**src/rtl/nor_seq_pkg.sv**
```systemverilog
package nor_seq_pkg;

    localparam int CMD_AW = 12;
    localparam int CMD_DW = 8;
    localparam int STEP_W = 3;

    typedef enum logic [2:0] {
        OP_READ_RESET   = 3'd0,
        OP_AUTOSELECT   = 3'd1,
        OP_WORD_PROG    = 3'd2,
        OP_SECTOR_ERASE = 3'd3,
        OP_CHIP_ERASE   = 3'd4,
        OP_QUERY        = 3'd5
    } nor_op_e;

    // One entry of a write script
    typedef struct packed {
        logic              addr_user;  // use host address, unshifted
        logic              data_user;  // use host data word
        logic [CMD_AW-1:0] cmd_addr;
        logic [CMD_DW-1:0] cmd_data;
        logic              last;
    } nor_step_t;

    function automatic logic op_known(input logic [2:0] op);
        return op <= 3'd5;
    endfunction

    function automatic nor_step_t mk_step(input logic [CMD_AW-1:0] a,
                                          input logic [CMD_DW-1:0] d,
                                          input logic au, input logic du,
                                          input logic lst);
        nor_step_t s;
        s.addr_user = au;
        s.data_user = du;
        s.cmd_addr  = a;
        s.cmd_data  = d;
        s.last      = lst;
        return s;
    endfunction

endpackage

```
**src/rtl/nor_seq_script.sv**
```systemverilog
module nor_seq_script
    import nor_seq_pkg::*;
(
    input  logic [2:0]        op,
    input  logic [STEP_W-1:0] step,
    output nor_step_t         entry
);

    localparam logic [CMD_AW-1:0] A_HI  = 12'h555;
    localparam logic [CMD_AW-1:0] A_LO  = 12'h2AA;
    localparam logic [CMD_AW-1:0] A_QRY = 12'h055;
    localparam logic [CMD_AW-1:0] A_NUL = 12'h000;

    nor_step_t unlock_e;
    nor_step_t erase_e;

    // Shared unlock prefix for step 0 and 1
    always_comb begin
        if (step[0] == 1'b0) unlock_e = mk_step(A_HI, 8'hAA, 1'b0, 1'b0, 1'b0);
        else                 unlock_e = mk_step(A_LO, 8'h55, 1'b0, 1'b0, 1'b0);
    end

    // Shared six-write erase script; step 5 depends on the variant
    always_comb begin
        unique case (step)
            3'd0, 3'd1: erase_e = unlock_e;
            3'd2:       erase_e = mk_step(A_HI, 8'h80, 1'b0, 1'b0, 1'b0);
            3'd3:       erase_e = mk_step(A_HI, 8'hAA, 1'b0, 1'b0, 1'b0);
            3'd4:       erase_e = mk_step(A_LO, 8'h55, 1'b0, 1'b0, 1'b0);
            default: begin
                if (op == OP_SECTOR_ERASE)
                    erase_e = mk_step(A_NUL, 8'h30, 1'b1, 1'b0, 1'b1);
                else
                    erase_e = mk_step(A_HI, 8'h10, 1'b0, 1'b0, 1'b1);
            end
        endcase
    end

    always_comb begin
        unique case (op)
            OP_READ_RESET: entry = mk_step(A_NUL, 8'hF0, 1'b0, 1'b0, 1'b1);
            OP_QUERY:      entry = mk_step(A_QRY, 8'h98, 1'b0, 1'b0, 1'b1);
            OP_AUTOSELECT: begin
                if (step < 3'd2) entry = unlock_e;
                else             entry = mk_step(A_HI, 8'h90, 1'b0, 1'b0, 1'b1);
            end
            OP_WORD_PROG: begin
                if (step < 3'd2)       entry = unlock_e;
                else if (step == 3'd2) entry = mk_step(A_HI, 8'hA0, 1'b0, 1'b0, 1'b0);
                else                   entry = mk_step(A_NUL, 8'h00, 1'b1, 1'b1, 1'b1);
            end
            OP_SECTOR_ERASE, OP_CHIP_ERASE: entry = erase_e;
            default: entry = mk_step(A_NUL, 8'h00, 1'b0, 1'b0, 1'b1);
        endcase
    end

endmodule

```
**src/rtl/nor_seq_addr_scale.sv**
```systemverilog
module nor_seq_addr_scale
    import nor_seq_pkg::*;
#(
    parameter int ADDR_W = 24
) (
    input  logic [CMD_AW-1:0] cmd_addr,
    input  logic              addr_user,
    input  logic [ADDR_W-1:0] user_addr,
    input  logic              byte_mode,
    output logic [ADDR_W-1:0] bus_addr
);

    localparam int PAD_W = ADDR_W - CMD_AW;

    logic [ADDR_W-1:0] cmd_wide;

    generate
        if (PAD_W > 0) begin : g_pad
            assign cmd_wide = {{PAD_W{1'b0}}, cmd_addr};
        end else begin : g_trunc
            assign cmd_wide = cmd_addr[ADDR_W-1:0];
        end
    endgenerate

    always_comb begin
        if (addr_user)      bus_addr = user_addr;
        else if (byte_mode) bus_addr = cmd_wide << 1;
        else                bus_addr = cmd_wide;
    end

endmodule

```
**src/rtl/nor_cmd_seq.sv**
```systemverilog
module nor_cmd_seq
    import nor_seq_pkg::*;
#(
    parameter int ADDR_W = 24,
    parameter int DATA_W = 16
) (
    input  logic              clk,
    input  logic              rst_n,
    input  logic              req_valid,
    input  logic [2:0]        req_op,
    input  logic [ADDR_W-1:0] req_addr,
    input  logic [DATA_W-1:0] req_data,
    input  logic              byte_mode,
    output logic              busy,
    output logic              done,
    output logic              err,
    output logic [ADDR_W-1:0] bus_addr,
    output logic [DATA_W-1:0] bus_data,
    output logic              bus_we,
    input  logic              bus_ack
);

    localparam int DPAD_W = DATA_W - CMD_DW;

    typedef enum logic [1:0] {
        ST_IDLE,
        ST_ISSUE,
        ST_REPORT,
        ST_REJECT
    } state_e;

    state_e            state_q, state_d;
    logic [2:0]        op_q;
    logic [ADDR_W-1:0] addr_q;
    logic [DATA_W-1:0] data_q;
    logic              mode_q;
    logic [STEP_W-1:0] step_q;
    nor_step_t         entry;
    logic [DATA_W-1:0] cmd_data_wide;

    nor_seq_script u_script (
        .op    (op_q),
        .step  (step_q),
        .entry (entry)
    );

    nor_seq_addr_scale #(.ADDR_W(ADDR_W)) u_scale (
        .cmd_addr  (entry.cmd_addr),
        .addr_user (entry.addr_user),
        .user_addr (addr_q),
        .byte_mode (mode_q),
        .bus_addr  (bus_addr)
    );

    generate
        if (DPAD_W > 0) begin : g_dpad
            assign cmd_data_wide = {{DPAD_W{1'b0}}, entry.cmd_data};
        end else begin : g_dtrunc
            assign cmd_data_wide = entry.cmd_data[DATA_W-1:0];
        end
    endgenerate

    // Next-state logic
    always_comb begin
        state_d = state_q;
        unique case (state_q)
            ST_IDLE: begin
                if (req_valid) state_d = op_known(req_op) ? ST_ISSUE : ST_REJECT;
            end
            ST_ISSUE: begin
                if (bus_ack && entry.last) state_d = ST_REPORT;
            end
            ST_REPORT: state_d = ST_IDLE;
            ST_REJECT: state_d = ST_IDLE;
            default:   state_d = ST_IDLE;
        endcase
    end

    // State register and request capture
    always_ff @(posedge clk or negedge rst_n) begin
        if (!rst_n) begin
            state_q <= ST_IDLE;
            op_q    <= 3'd0;
            addr_q  <= '0;
            data_q  <= '0;
            mode_q  <= 1'b0;
            step_q  <= '0;
        end else begin
            state_q <= state_d;
            if (state_q == ST_IDLE && req_valid) begin
                op_q   <= req_op;
                addr_q <= req_addr;
                data_q <= req_data;
                mode_q <= byte_mode;
                step_q <= '0;
            end else if (state_q == ST_ISSUE && bus_ack && !entry.last) begin
                step_q <= step_q + 1'b1;
            end
        end
    end

    // Outputs
    always_comb begin
        busy     = (state_q != ST_IDLE);
        bus_we   = (state_q == ST_ISSUE);
        done     = (state_q == ST_REPORT);
        err      = (state_q == ST_REJECT);
        bus_data = entry.data_user ? data_q : cmd_data_wide;
    end

endmodule

```
**config.mk**
```make
export PLATFORM = sky130hd
export DESIGN_NAME = nor_cmd_seq
export DESIGN_NICKNAME = d
export VERILOG_FILES = /design/src/rtl/nor_seq_pkg.sv /design/src/rtl/nor_seq_script.sv /design/src/rtl/nor_seq_addr_scale.sv /design/src/rtl/nor_cmd_seq.sv
export SDC_FILE = /design/constraint.sdc
export NUM_CORES = 1
export LEC_CHECK = 0
export BUFFER_PORTS_ARGS = -buffer_cell sky130_fd_sc_hd__buf_4
export CORE_MARGIN = 3
export CORE_UTILIZATION = 40
export DETAILED_ROUTE_END_ITERATION = 10
export MAX_ROUTING_LAYER = met4
export PLACE_DENSITY = 0.66
export REMOVE_ABC_BUFFERS = 1
export SYNTH_ARGS = -nofsm -noshare
export SYNTH_HDL_FRONTEND = slang
export SYNTH_SLANG_ARGS = --single-unit
export TNS_END_PERCENT = 50
```
**constraint.sdc**
```tcl
create_clock -name clk -period 3.6 [get_ports clk]
set_clock_uncertainty 0.05 [all_clocks]
set_input_delay 0.72 -clock clk [delete_from_list [all_inputs] [get_ports clk]]
set_output_delay 0.72 -clock clk [all_outputs]
set_load 0.05 [all_outputs]
```
======== Word-level counts from Yosys, hierarchy flattened ========
Cells that the tools add are included.
storage, ports and cells
  flip-flop bits (word level) ............. 49
  bits in latches ......................... 0
  bits in writable memories ............... 0
  bits in read-only memories .............. 0
  input port bits ......................... 48
  output and inout bits ................... 44
  word-level logic and storage cells ...... 53
  memories kept ........................... 0
cells by class
  $add $sub $neg .......................... 1
  multiply operators ...................... 0
  div/mod/pow operators ................... 0
  magnitude comparators ................... 2
  equal/unequal tests ..................... 14
  shift operators ......................... 0
  muxes and demuxes ....................... 16
  bitwise logic cells ..................... 0
  reductions and logical operators ........ 14
operator list
  cell                 number
  $pmux 23 s5          1
  $pmux 23 s4          1
  $mux 23              3
  $mux 20              2
  $mux 24              1
  $mux 16              1
  $mux 13              1
  $eq 3x2->1 const B   4
  $eq 3x3->1 const B   3
  $eq 3x1->1 const B   2
  $logic_not 3->1      2
  $mux 2               3
  $mux 3               2
  $pmux 2 s3           1
  $reduce_or 2->1      3
  $eq 2x2->1 const B   2
  $logic_and 1x1->1    4
  $reduce_bool 2->1    2
  $add 3x1->3 const B  1
  $le 3x3->1 const B   1
  $lt 3x2->1 const B   1
  $eq 2x1->1 const B   1
  $logic_not 2->1      1
  $ne 2x1->1 const B   1
  3 further kinds      3

======== Depth between registers and ports, before layout ========
Gate-level depths: netlist of run 1.
  depth after elaboration ................. 8
  depth in mapped cells ................... 9
  mapped depth without buffers ............ 7

======== By module ========
Synthesis of run 1 repeated with hierarchy kept, for this count alone.
unflattened totals
  cells, all modules ...................... 275
  area, all modules ....................... 2989.1 um^2
by module, submodules not included
  module              times used  cells each  area an instance (um^2)  seq. area each (um^2)
  nor_cmd_seq         1           134         2057.0                   1226.2
  nor_seq_script      1           86          580.6                    0.0
  nor_seq_addr_scale  1           55          351.6                    0.0

======== Worst setup path after synthesis of run 1 ========
Ideal clock, no wire load.
  path kind ............................... reg2out
  from .................................... register step_q[1]
  to ...................................... output bus_data[4]
  arrival ................................. 2930 ps
  data required time ...................... 2830 ps
  setup slack ............................. -100 ps
  cell stages (with the launch flop) ...... 7
  buffers on the path ..................... 1
  cell sequence ........................... dfrtp_1 -> inv_1 -> ha_1 -> or4_1 -> buf_2 -> a41o_2 -> a221oi_1
on the way
  cells in the longest elaborated chain, start to end .. 5
  elaborated cells between the ends (all ways) .. 13
  classes of those cells .................. order compare: 1; eq/ne: 4; mux: 6; reduce/logical: 2
ends and longest elaborated chain
  what                                               RTL line                                    text
  start, declared                                    nor_cmd_seq.sv:37                           logic [STEP_W-1:0] step_q;
  start signal, assigned                             nor_cmd_seq.sv:97                           step_q <= step_q + 1'b1;
  $eq 3x1->1, or another cell as far along           nor_seq_script.sv:25                        unique case (step)
  $reduce_or 2->1 / $mux 23 (equally long branches)  --
  $pmux 23 s4 / $mux 23 (equally long branches)      nor_seq_script.sv:25, nor_seq_script.sv:48
  $pmux 23 s5 *                                      nor_seq_script.sv:40                        unique case (op)
  $mux 16 *                                          nor_cmd_seq.sv:108                          bus_data = entry.data_user ? data_q : cmd_data_wide;
  end, declared                                      nor_cmd_seq.sv:18                           output logic [DATA_W-1:0] bus_data,
Every way passes the cells marked *; elsewhere a longest branch is shown, timed or not.

======== Worst setup path after layout of run 1 ========
  from .................................... register step_q[1]
  to ...................................... output bus_addr[2]
on the way
  cells in the longest elaborated chain, start to end .. 6
  elaborated cells between the ends (all ways) .. 14
  classes of those cells .................. order compare: 1; eq/ne: 4; mux: 7; reduce/logical: 2
ends and longest elaborated chain
  what                                               RTL line                                    text
  $eq 3x1->1, or another cell as far along           nor_seq_script.sv:25
  $reduce_or 2->1 / $mux 23 (equally long branches)  --
  $pmux 23 s4 / $mux 23 (equally long branches)      nor_seq_script.sv:25, nor_seq_script.sv:48
  $pmux 23 s5 *                                      nor_seq_script.sv:40
  $mux 13                                            nor_seq_addr_scale.sv:27                    else if (byte_mode) bus_addr = cmd_wide << 1;
  $mux 24 *                                          nor_seq_addr_scale.sv:26                    if (addr_user) bus_addr = user_addr;
  end, declared                                      nor_cmd_seq.sv:17                           output logic [ADDR_W-1:0] bus_addr,
Marks and branches as above.

==> impl_metrics.ini, run 1 <==
[die]
die_h_um = 89.39
die_x_um = 89.39
die_area_um2 = 7990
rows = 29
core_area_um2 = 6531
pin_count = 92
start_util_pct = 42.59

[job]
maxCapViolations = 0

[clocking]
clock_latency_ps = 300
cts_root_buf = clkbuf_8
clkTransAtPathRegs_ps = 90
cts_inserted_buffers = 5
cts_tree = built
htree_levels = 2
clock_sinks = 49
clockBufferDepth = 2

[global_route]
grt_pass1_wl_um = 12010
grt_max_degree = 50
track_usage_pct = 19.70
grt_overflow = 0
antenna_found_initial = 0
grt_pass1_vias = 2527

[power]
swShare_pct = 53.77
p_sw_w = 0.002220
p_int_w = 0.001908
total_power_w = 0.004128
peakVddDrop_v = 0.0007363
power_frac_comb_pct = 67.7
p_leak_nw = 1.965
p_seq_share_pct = 24.3
power_density_nw_per_um2 = 1109
p_clk_share_pct = 8.0

[logic_synthesis]
synthSimpleGateAreaFrac_pct = 35.67
synth_enable_flop_cells = 0
synth.area.mux_share_pct = 1.080
synthArstFlopShare_pct = 100.0
syn_inst = 356
synth_top_area_share_pct = 44.08
synth-compound-area-share_pct = 12.46
synth_top_family_by_area = simple AND/OR/NAND/NOR gates
yosysSeqAreaShare_pct = 44.08
ys_ff_latch = 49
synth_cell_types = 48
yosysTopAreaCell = dfrtp_1
syn_avg_cell_area_um2 = 7.813
synthAdderAreaFrac_pct = 2.249
synth-main-ff-cell = dfrtp_1
yosys_warnings = 0
synthXorXnorAreaFrac_pct = 0.6298
synth.most_common_cell = nand2_1
synth_area_um2 = 2781
netlist_top_cells_area = dfrtp_1, nand2_1, and2_1
synthTopCellsByCount = nand2_1, dfrtp_1, and2_1

[sta]
hold_viol = 0
setup_viol = 0
setup_slack_ps = 131.7
fin_crit_sh_pct = 96.34
finalCriticalPeriod_ps = 3468
relSlewSlack_pct = 38.48
worst_pin_slew_ps = 922.7
slew_violations = 0
max_freq_mhz = 288.3
whs_ps = 372.4
rsz0062_at_grt = true

[cells_and_area]
area_growth_pct = 33.78
fin_nets = 502
fillers = 639
diodes = 0
drive_gt1_share_pct = 29.62
instances_no_fill = 526

[worst_setup_path]
startpoint = step_q[1]
critical_path_required_ps = 2830
start_kind = flip-flop
r2r_start = op_q[2]
worstPathMaxFanout = 5
endpoint_kind = output port
worstSetupPathType = flip-flop to output port
cp.arrival_ps = 2700

[route]
wirelength_um = 7318
antenna_left = 0
wire_per_inst_um = 13.91
dr.pass1.iters = 4
first_iter_violations = 131
vias_per_cell = 5.013
num_vias = 2637
drc = 0

[place]
gp_congestion = 0.8090
dp_cells = 514
dp_hpwl_um = 5097
pre_cts_ws_ps = 206.3
io_buffers = 91

[run_status]
status = complete, no violations

[worst_hold_path]
hp-class = input pin to asynchronous set/reset pin
[cell usage in the layout, fill, tap and decap left out, types with 2 or more instances in the layout]
| master | instances |
|---|---|
| nand2_1 | 156 |
| buf_4 | 99 |
| dfrtp_1 | 47 |
| and2_1 | 22 |
| o21ai_0 | 13 |
| nor2_1 | 10 |
| a21oi_1 | 9 |
| o21ai_1 | 8 |
| inv_1 | 6 |
| a21o_1 | 6 |
| clkbuf_8 | 6 |
| or2_2 | 5 |
| nor2b_1 | 5 |
| buf_6 | 5 |
| ha_1 | 4 |
| nor3b_1 | 3 |
| o31ai_1 | 3 |
| mux2i_1 | 3 |
| or2b_2 | 2 |
| nand2b_1 | 2 |
| nor3_2 | 2 |
| nand3_1 | 2 |
| xor2_1 | 2 |
| dfrtp_2 | 2 |
[layer usage]
layer | vias up | GRT usage, % | routed length, µm
met5 | - | - | 0
met2 | 79 | 30.34 | 3387
li1 | 1340 | - | -
met1 | 1212 | 26.02 | 3361
met4 | 0 | 4.601 | 71
met3 | 6 | 5.253 | 498
[final timing paths]
path	end	slack, ps	depth (start not counted)
worst max-delay path	bus_addr[2]	130	8
worst min-delay path	addr_q[13]	370	1
worst max register to register	step_q[0]	1170	5
worst min register to register	addr_q[15]	420	2
max in group asynchronous	step_q[1]	2680	1
min in group clk	addr_q[15]	420	2
[per-stage QoR]
stage / utilization [%] / instance area, µm² / TNS, ps
2_1_floorplan: - / 2698 / -90.45
3_3_place_gp: 54.27 / 3545 / 0
3_5_place_dp: 54.27 / 3545 / 0
4_1_cts: 56.34 / 3680 / 0
5_1_grt: 56.97 / 3721 / -29.78
6_report: 56.97 / 3721 / 0
[timing repair]
action                                  CTS  global route
resized for setup                         6            14
endpoints found under the setup margin    8            12
hold buffers                              0             0
pin swaps                                 3             4
buffers inserted                          5             0
[layout make-up]
cell class	instances	area, µm²	share of cell area, %
Multi-Input combinational cell	283	1484	39.88
Sequential cell	49	1229	33.02
Timing Repair Buffer	104	799.5	21.49
Tap cell	77	96.34	2.589
Clock buffer	6	82.58	2.219
Inverter	6	22.52	0.6052
Clock inverter	1	7.507	0.2017
[power by group through the flow]
stage / Combinational, W / Sequential (W) / Clock [W]
global placement: 0.00263 / 0.00101 / 0
CTS: 0.00272 / 0.000999 / 0.000344
finish: 0.00280 / 0.00100 / 0.000329
floorplan: 0.00188 / 0.000963 / 0
detailed placement: 0.00265 / 0.00101 / 0
global route: 0.00302 / 0.00104 / 0.000368
[registers in the layout (all words and copies together) (netlist names)]
register / cells
addr_q: 24
data_q: 16
mode_q: 1
op_q: 3
state_q: 2
step_q: 3
[cells by family after synthesis]
| group | after synthesis |
|---|---|
| multiplexers | 3 |
| AND/OR/NAND/NOR | 220 |
| AO/OA/AOI/OAI | 53 |
| XOR/XNOR | 2 |
| flip-flops | 49 |
| buffers and inverters | 24 |
| adder cells (fa/ha/maj) | 5 |
[critical path, stage by stage, from the launching register on]
cell      delay (ps)
dfrtp_2          400
inv_1             80
ha_1             220
nor2b_1          170
o211ai_1         180
a21boi_0         220
o31ai_1          720
o21ai_1          210
buf_6            200
No activity file was read; power rests on OpenSTA's default activity.
==> run 2, diff against run 1 <==
--- a/config.mk
+++ b/config.mk
@@ -6,6 +6,7 @@
 export NUM_CORES = 1
 export LEC_CHECK = 0
 export BUFFER_PORTS_ARGS = -buffer_cell sky130_fd_sc_hd__buf_4
+export CORE_ASPECT_RATIO = 2
 export CORE_MARGIN = 3
 export CORE_UTILIZATION = 40
 export DETAILED_ROUTE_END_ITERATION = 10
==> run 2 against run 1 <==
The flow now finishes with violations (setup timing). First-iteration DRC count decreased by 9.2%. Sequential power hardly changed. Setup slack worse by 200 ps. Wire length up 5.4%. Final area grew 6.7%. Fmax down 5.6%. Sequential share of layout area down 2.1 points. Clock-buffer cell count up 1. Flip-flop and latch count did not move. Via count up 2.8%. Combinational power up 6%. Largest cell class unchanged. Critical endpoint is now bus_addr[6].
==> impl_metrics.ini, run 2 (synthesized netlist as in run 1, its figures left out) <==
[run_status]
violations = setup timing
status = finished, violations left

[route]
wire_per_inst_um = 14.15
vias_per_cell = 4.974
antenna_left = 0
first_iter_violations = 119
dr.pass1.iters = 4
drc = 0
num_vias = 2711
wirelength_um = 7714

[power]
total_power_w = 0.004531
peakVddDrop_v = 0.0007815
p_leak_nw = 2.066
power_density_nw_per_um2 = 1142

[sta]
max_freq_mhz = 272.3
relSlewSlack_pct = 41.69
hold_viol = 0
tns_ps = -293.1
worst_pin_slew_ps = 874.6
setup_viol = 7
finalCriticalPeriod_ps = 3673
rsz0062_at_grt = true
setup_slack_ps = -72.83
slew_violations = 0
fin_crit_sh_pct = 102.0

[die]
core_area_um2 = 6674
start_util_pct = 41.68
die_h_um = 123.9
pin_count = 92
die_area_um2 = 8051
die_x_um = 64.97
rows = 42

[clocking]
clockBufferDepth = 2
postCtsHoldBufs = 0
clkTransAtPathRegs_ps = 60
cts_root_buf = clkbuf_16
htree_levels = 2
cts_inserted_buffers = 5
clock_sinks = 49
clock_latency_ps = 280
cts_tree = built

[cells_and_area]
drive_gt1_share_pct = 33.04
reg_top3 = addr_q: 24 flops, data_q: 16 flops
instances_no_fill = 545
largest-register = addr_q
final_cell_mix = nand2_1, buf_4, dfrtp_1, and2_1, o21ai_0
fin_nets = 509
area_growth_pct = 42.69
largest_register_ffs = 24
final_core_util_pct = 59.47
diodes = 0
final_common_cell = nand2_1

[global_route]
grt_pass1_vias = 2661
antenna_found_initial = 0
grt_overflow = 0
grt_pass1_wl_um = 12150
grt_max_degree = 50
track_usage_pct = 19.74

[worst_setup_path]
critical_path_required_ps = 2830
worstPathMaxFanout = 5
worstSetupPathType = flip-flop to output port
rrSetupSlack_ps = 1180
crit_top_cell = buf_6
r2r_start = op_q[2]
r2r_cells = 5
endpoint_kind = output port
reg2reg_to = step_q[0]
start_kind = flip-flop
crit_chain = inv_4 > ha_4 > or4_4 > a222oi_1 > o32ai_4 > buf_6 > nor4_4 > o21ai_1 > buf_6
crit_slowest_cell = or4_4
cp.arrival_ps = 2900
critPathBufInv = 3
cp_top_family = simple AND/OR/NAND/NOR gates
cp_slowest_stage_delay_ps = 530

[place]
dp_cells = 526
io_buffers = 91
gp_congestion = 0.9546
dp_hpwl_um = 5490

[job]
maxCapViolations = 0

[worst_hold_path]
hp-class = input pin to asynchronous set/reset pin
==> run 2: changes by cell type in the layout (fill, tap and decap cells not counted), moves of 3 or more <==
| cell | change |
|---|---|
| clkbuf_16 | +5 |
| o21ai_1 | -7 |
| clkbuf_8 | -5 |
| buf_6 | +5 |
| o21ai_2 | +7 |
| ha_4 | +3 |
==> run 2: report_power, final <==
| group | total, W | switching (W) | internal [W] |
|---|---|---|---|
| clock network | 0.000545 | 0.000197 | 0.000347 |
| logic | 0.00296 | 0.00188 | 0.00108 |
| registers | 0.00103 | 0.000219 | 0.000809 |
==> run 2: final cells by class <==
class                      instances  area (µm²)
clock buffer                       7       142.6
sequential                        49        1229
tap                               88       110.1
multi-input combinational        283        1559
clock inverter                     1       30.03
inverter                           6       27.53
fill                             627        2705
timing repair buffer             111       870.8
==> run 2: worst max path at each step <==
stage          cells after the start  slack (ps)          end      start
6_report                           9         -70  bus_addr[6]  step_q[1]
5_1_grt                           10        -180  bus_addr[1]  step_q[1]
4_1_cts                            8           4  bus_addr[3]  step_q[0]
3_5_place_dp                       8         190  bus_addr[4]  step_q[0]
3_3_place_gp                       8         250  bus_addr[3]  step_q[1]
2_1_floorplan                      5         -90  bus_data[4]  step_q[1]
==> run 2: timing repair <==
item                                    CTS  global route
buffers inserted                          6             5
resized for setup                         6            36
pin swaps                                 4             5
endpoints found under the setup margin    9            12
==> run 2: metal layers <==
layer  wire, µm  part of all wire (%)  track usage [%]  up-vias
met3        245                   3.2            2.888       19
met4        254                   3.3            10.20        0
met2       4241                    55            33.68       71
li1           -                     -                -     1350
met1       2972                    39            22.14     1271
met5          0                     0                -        -
==> run 2: through the flow <==
stage	hold slack [ps]	setup WS (ps)	cell area [µm²]
global route	436.9	-177.1	3969
CTS	420.0	3.629	3814
finish	397.3	-72.83	3969
global placement	398.6	252.0	3566
floorplan	374.4	-90.45	2698
detailed placement	403.8	192.6	3566
